File: config.mk
export PLATFORM = sky130hd
export DESIGN_NAME = mixed_mul_unit
export DESIGN_NICKNAME = d
export VERILOG_FILES = /design/src/rtl/mmu_pkg.sv /design/src/rtl/mmu_decode.sv /design/src/rtl/mmu_extend.sv /design/src/rtl/mmu_core.sv /design/src/rtl/mixed_mul_unit.sv
export SDC_FILE = /design/constraint.sdc
export NUM_CORES = 1
export LEC_CHECK = 0
export BUFFER_PORTS_ARGS = -buffer_cell sky130_fd_sc_hd__buf_2
export CAP_MARGIN = 20
export CORE_MARGIN = 2
export CORE_UTILIZATION = 25
export CTS_CLUSTER_SIZE = 40
export DETAILED_ROUTE_END_ITERATION = 6
export PLACE_DENSITY_LB_ADDON = 0.05
export SLEW_MARGIN = 20
export SYNTH_ARGS = -nofsm -noshare
export SYNTH_HDL_FRONTEND = slang
export SYNTH_SLANG_ARGS = --single-unit
export TNS_END_PERCENT = 10
File: constraint.sdc
create_clock -name clk_i -period 14.5 [get_ports clk_i]
set_input_delay 0.725 -clock clk_i [delete_from_list [all_inputs] [get_ports clk_i]]
set_output_delay 0.725 -clock clk_i [all_outputs]
set_load 0.05 [all_outputs]
File: src/rtl/mmu_pkg.sv
package mmu_pkg;
  typedef enum logic [2:0] {
    MD_SS  = 3'd0,
    MD_UU  = 3'd1,
    MD_US  = 3'd2,
    MD_SU  = 3'd3,
    MD_SL  = 3'd4,
    MD_UL  = 3'd5,
    MD_BB  = 3'd6,
    MD_RSV = 3'd7
  } mode_e;

  typedef struct packed {
    logic a_signed;
    logic b_signed;
    logic b_lit;
    logic byte_mode;
    logic legal;
  } ctl_t;
endpackage

File: src/rtl/mmu_decode.sv
module mmu_decode
  import mmu_pkg::*;
(
  input  mode_e mode_i,
  output ctl_t  ctl_o
);
  always_comb begin
    ctl_o = '0;
    ctl_o.legal = 1'b1;
    unique case (mode_i)
      MD_SS: begin ctl_o.a_signed = 1'b1; ctl_o.b_signed = 1'b1; end
      MD_UU: ;
      MD_US: ctl_o.b_signed = 1'b1;
      MD_SU: ctl_o.a_signed = 1'b1;
      MD_SL: begin ctl_o.a_signed = 1'b1; ctl_o.b_lit = 1'b1; end
      MD_UL: ctl_o.b_lit = 1'b1;
      MD_BB: ctl_o.byte_mode = 1'b1;
      default: ctl_o.legal = 1'b0;
    endcase
  end
endmodule

File: src/rtl/mmu_extend.sv
module mmu_extend #(
  parameter int DW = 16
) (
  input  logic [DW-1:0] data_i,
  input  logic          signed_i,
  output logic [DW:0]   data_o
);
  assign data_o = {signed_i & data_i[DW-1], data_i};
endmodule

File: src/rtl/mmu_core.sv
module mmu_core #(
  parameter int CW = 17
) (
  input  logic signed [CW-1:0]   a_i,
  input  logic signed [CW-1:0]   b_i,
  output logic signed [2*CW-1:0] p_o
);
  assign p_o = a_i * b_i;
endmodule

File: src/rtl/mixed_mul_unit.sv
module mixed_mul_unit
  import mmu_pkg::*;
#(
  parameter int DW = 16,
  parameter int LW = 5,
  parameter int BW = 8
) (
  input  logic            clk_i,
  input  logic            rst_ni,
  input  logic            start_i,
  input  logic [2:0]      mode_i,
  input  logic [DW-1:0]   op_a_i,
  input  logic [DW-1:0]   op_b_i,
  input  logic [LW-1:0]   lit_i,
  output logic [2*DW-1:0] product_o,
  output logic            valid_o
);
  localparam int CW = DW + 1;
  localparam int PW = 2 * DW;
  localparam int BPW = 2 * BW;

  logic [DW-1:0] a_q, b_q;
  logic [LW-1:0] lit_q;
  mode_e         mode_q;
  logic          valid_q;

  always_ff @(posedge clk_i or negedge rst_ni) begin
    if (!rst_ni) begin
      a_q     <= '0;
      b_q     <= '0;
      lit_q   <= '0;
      mode_q  <= MD_RSV;
      valid_q <= 1'b0;
    end else begin
      valid_q <= start_i;
      if (start_i) begin
        a_q    <= op_a_i;
        b_q    <= op_b_i;
        lit_q  <= lit_i;
        mode_q <= mode_e'(mode_i);
      end
    end
  end

  ctl_t ctl;
  mmu_decode u_decode (.mode_i(mode_q), .ctl_o(ctl));

  // operand selection ahead of the sign bit
  logic [DW-1:0] a_sel, b_sel;
  always_comb begin
    a_sel = a_q;
    b_sel = b_q;
    if (ctl.byte_mode) begin
      a_sel = {{(DW-BW){1'b0}}, a_q[BW-1:0]};
      b_sel = {{(DW-BW){1'b0}}, b_q[BW-1:0]};
    end else if (ctl.b_lit) begin
      b_sel = {{(DW-LW){1'b0}}, lit_q};
    end
  end

  logic [CW-1:0] a_ext, b_ext;
  mmu_extend #(.DW(DW)) u_ext_a (.data_i(a_sel), .signed_i(ctl.a_signed), .data_o(a_ext));
  mmu_extend #(.DW(DW)) u_ext_b (.data_i(b_sel), .signed_i(ctl.b_signed), .data_o(b_ext));

  logic signed [2*CW-1:0] core_p;
  mmu_core #(.CW(CW)) u_core (.a_i(a_ext), .b_i(b_ext), .p_o(core_p));

  logic [1:0] unused_core_hi;
  assign unused_core_hi = core_p[2*CW-1:PW];

  always_comb begin
    if (!ctl.legal)
      product_o = '0;
    else if (ctl.byte_mode)
      product_o = {{(PW-BPW){1'b0}}, core_p[BPW-1:0]};
    else
      product_o = core_p[PW-1:0];
  end

  assign valid_o = valid_q;

  p_valid_after_start_r7: assert property (@(posedge clk_i) disable iff (!rst_ni)
    start_i |=> valid_o);
  p_no_stray_valid_r7: assert property (@(posedge clk_i) disable iff (!rst_ni)
    !start_i |=> !valid_o);
  p_hold_product_r9: assert property (@(posedge clk_i) disable iff (!rst_ni)
    !start_i |=> $stable(product_o));
  p_reserved_zero_r6: assert property (@(posedge clk_i) disable iff (!rst_ni)
    (start_i && mode_i == 3'd7) |=> (valid_o && product_o == '0));
  p_byte_upper_zero_r5: assert property (@(posedge clk_i) disable iff (!rst_ni)
    (start_i && mode_i == 3'd6) |=> (product_o[PW-1:BPW] == '0));
  p_sign_ss_r1: assert property (@(posedge clk_i) disable iff (!rst_ni)
    (start_i && mode_i == 3'd0 && op_a_i != '0 && op_b_i != '0)
      |=> (product_o[PW-1] == ($past(op_a_i[DW-1]) ^ $past(op_b_i[DW-1]))));
  p_unsigned_no_neg_r2: assert property (@(posedge clk_i) disable iff (!rst_ni)
    (start_i && mode_i == 3'd1 && (op_a_i[DW-1] == 1'b0 || op_b_i[DW-1] == 1'b0))
      |=> !product_o[PW-1]);
endmodule

* Word-level counts from Yosys, hierarchy flattened *
Cells that the tools add are included.

word-level totals
  output and inout port bits = 33
  logic and storage cells = 29
  bits of input ports = 43
  register bits after elaboration = 41

cells by class
  reduce and logical (&&, ||, !) cells = 5
  multipliers = 1
  bitwise gates (word level) = 2
  multiplexer cells = 10
  equality and inequality tests = 6

operators with widths
  operator            number
  $mux 32             2
  $mux 16             3
  $mul 17x17->32      1
  $eq 3x3->1 const B  3
  $reduce_or 7->1     1
  $eq 3x2->1 const B  2
  $mux 1              5
  $reduce_or 2->1     2
  $eq 3x1->1 const B  1
  $logic_not 3->1     1
  $reduce_or 3->1     1
  $and 1x1->1         2

* Longest topological paths before layout *
  depth in word-level cells = 9
  mapped depth = 27
  mapped depth without buffers = 24

* Cells and area by module *
Synthesis repeated with hierarchy kept, for this count alone.

unflattened totals
  cell total of the unflattened synthesis = 1369
  area, all modules = 13140.1 µm²

by module, submodules not included
  module          cells each  area each (µm²)  times used
  mmu_core        1180        10898.0          1
  mixed_mul_unit  148         1954.4           1
  mmu_extend      17          126.4            2
  mmu_decode      7           35.0             1

* Worst setup path before layout *
OpenSTA, ideal clock, no wires.

  kind = register to output
  start point = reg mode_q[1]
  end point = out product_o[28]
  arrival = 7285 ps
  path slack = 6490 ps
  path buffers = 2
  cell stages (with the launch flop) = 24
  path through = dfstp_2 > nand2b_1 > buf_2 > mux2_2 > buf_2 > nand2_1 > inv_1 > fa_1 > inv_1 > fa_1 > inv_1 > fa_1 > fa_1 > fa_1 > inv_1 > fa_1 > inv_1 > ha_1 > and3_2 > and3_2 > a21bo_1 > a21boi_2 > nor3_1 > nor3_1

on the way
  word-level cells in the longest chain between the ends = 9

ends and longest elaborated chain
  element                           line                  RTL
  start, declared                   mixed_mul_unit.sv:24  mode_e mode_q;
  start signal, assigned            mixed_mul_unit.sv:40  mode_q <= mode_e'(mode_i);
  $eq 3x3->1                        mmu_decode.sv:10      unique case (mode_i)
  $reduce_or 2->1 (no source line)  -
  $mux 1                            mmu_decode.sv:10
  $mux 16                           mixed_mul_unit.sv:56  end else if (ctl.b_lit) begin
  $mux 16                           mixed_mul_unit.sv:53  if (ctl.byte_mode) begin
  $and 1x1->1                       mmu_extend.sv:8       assign data_o = {signed_i & data_i[DW-1], data_i};
  $mul 17x17->32                    mmu_core.sv:8         assign p_o = a_i * b_i;
  $mux 32                           mixed_mul_unit.sv:74  else if (ctl.byte_mode)
  $mux 32 (*)                       mixed_mul_unit.sv:72  if (!ctl.legal)
  end, declared                     mixed_mul_unit.sv:15  output logic [2*DW-1:0] product_o,

Mark *: on every way between the ends. The rest lies on a longest branch, timed or not.

* Worst setup path after layout *
  start point = reg mode_q[1]
  end point = out product_o[30]

The elaborated chain is that of the path after synthesis.

==> results.ini <==
[clock_tree]
cts_root_buffer = clkbuf_16
cts_buffers = 5
ctsResizeCount = 0
ctsHtreeMaxLevel = 2
cts_setup_buffers = 0
cts_tree = built
clock_sinks = 41
ctsHoldBuffers = 0
cts_buffer_depth = 2
clkTransAtPathRegs_ps = 60
clkLatencyLatePin_ps = 280

[routing]
drt_iter0_drc = 344
wl_per_cell_microns = 19.4
antenna_left = 0
viasPerCell = 4.30
via_count = 8827
drc = 0
routed_wl_microns = 39700
drt_first_pass_iters = 7

[grt]
grt_usage = 0.164
grt_pass1_vias = 10100
grt_antenna_before_repair = 0
grt_max_degree = 42
grt.overflow.total = 0
grt_pass1_wl_microns = 62400

[floorplan]
rows = 81
die_h_microns = 227
coreArea_sq_um = 49000
initial_utilization = 0.254
io_pins = 76
die-area_sq_um = 51400
dieWidth_microns = 227

[logic_synthesis]
synth_edf_count = 0
avgSynthCellArea_sq_um = 9.28
syn_inst = 1338
synth_seq_area_share = 0.0830
async_reset_ff_frac = 1.00
synth_area_sq_um = 12400
ys_warn_count = 0
synth_top_area_cell = fa_1
synth_ff_type = dfrtp_1
synth_top_cells_by_count = inv_1 (309), fa_1 (282), nand2_1 (163)
yosysMostFrequentCell = inv_1
ys_ff_latch = 41
yosys-top-cells-area = fa_1 (45%), inv_1 (9.3%), ha_1 (8.3%)
synth_cell_types = 54
syn_nets = 1745
synth_top_area_share = 0.455

[hold_path]
worstHoldPathCells = 1
hold_start = b_q[1]
min_path_type = reg2reg
hold_end = b_q[1]

[sta]
timing.hold.ws_ps = 508
slew_viol_final = 0
period_share = 0.625
setup_viol = 0
max_slew.worst_pin.slew_ps = 966
hold_violations = 0
setup_tns_ps = 0
fmax_mhz = 110
fin_skew_ps = 0
slew_headroom = 0.356
rsz0062_at_grt = false
min_period_ps = 9060

[cells_and_area]
stdcell_count = 2052
n_antenna_cell = 0
nNetsFinal = 1794
drive_above_1_share = 0.113
final_cell_area_sq_um = 13700
syn_to_final_growth_pct = 10.5

[placed_design]
place_hpwl_microns = 34300
portBuffers = 75
gp_congestion = 0.779
placed_cells = 2044
place_area_sq_um = 13500

[setup_path]
critPathRequiredTime_ps = 13780
r2r_end = a_q[5]
r2r_start = a_q[5]
rrSetupSlack_ps = 13240
crit_type = reg2out
startpoint_type = register
ff2ff_path_depth = 1
arrival_ps = 8330
end_kind = output port
path_max_fanout = 29

[run_status]
status = finished clean

[job]
cap_violations = 0

-- sequential cells by signal, summed over array words and instances (netlist names) --
register,flops
a_q,16
b_q,16
lit_q,5
mode_q,3
valid_o,1
-- logic make-up after synthesis --
kind of cell,synth area share
buf+inv,0.110
flops,0.0830
xor+xnor,0.0233
mux,0.0447
simple gates,0.156
fa+ha+maj,0.537
compound gates,0.0459
-- placed cells by master, fill, tap and decap left out, types with 10 or more instances in the layout --
master   synthesis  final
mux2_2          43     43
xnor2_1         16     16
dfrtp_1         38     38
inv_1          309    309
nor3_1          13     13
ha_1            82     82
xor2_1          17     17
and2_1          68     68
nor2_1          95     95
nor2b_1         21     21
and3_1          26     26
buf_2            7     75
buf_4            2     16
nand3_1         13     13
o21a_1          10     10
nand2_1        163    163
fa_1           282    282
a21oi_1         14     14
-- final cells by class --
class / count / area (sq um)
Clock buffer: 6 / 139
Sequential cell: 41 / 1030
Multi-Input combinational cell: 939 / 10000
Inverter: 309 / 1160
Clock inverter: 2 / 37.5
Tap cell: 664 / 831
Fill cell: 5272 / 35200
Timing Repair Buffer: 91 / 495
-- worst max-delay path by stage --
stage / slack (ps) / from / to
CTS: 5340 / mode_q[1] / product_o[30]
detailed placement: 5680 / mode_q[1] / product_o[30]
global route: 5010 / mode_q[1] / product_o[30]
floorplan: 6490 / mode_q[1] / product_o[28]
global placement: 5760 / mode_q[1] / product_o[30]
finish: 5440 / mode_q[1] / product_o[30]
-- critical path, stage by stage (launching register included) --
cell      delay, ps
dfstp_2         580
nand2b_2        340
buf_4           390
mux2_2          530
nand2_1         170
inv_1           100
fa_1            690
inv_1           190
fa_1            520
inv_1            50
fa_1            480
fa_1            530
fa_1            500
inv_1            60
fa_1            480
inv_1            40
ha_1            410
and4_1          280
a31o_1          250
a31oi_1         480
a21boi_2        160
o41ai_2         250
mux2i_1         260
buf_2           290
-- metrics by stage --
step / setup slack (ps) / utilization
2_1_floorplan: 6490 / -
3_3_place_gp: 5760 / 0.277
3_5_place_dp: 5680 / 0.277
4_1_cts: 5340 / 0.280
5_1_grt: 5010 / 0.280
6_report: 5440 / 0.280
-- metal layers --
| metal | track usage | vias up | routed length, microns |
|---|---|---|---|
| met4 | 0.0180 | 0 | 339 |
| li1 | - | 4085 | - |
| met5 | 0 | - | 0 |
| met2 | 0.303 | 101 | 20600 |
| met1 | 0.217 | 4622 | 17600 |
| met3 | 0.00778 | 19 | 1160 |
Power is not shown: default switching activity piles up to over one toggle a cycle in this logic, so the estimate is an artifact.
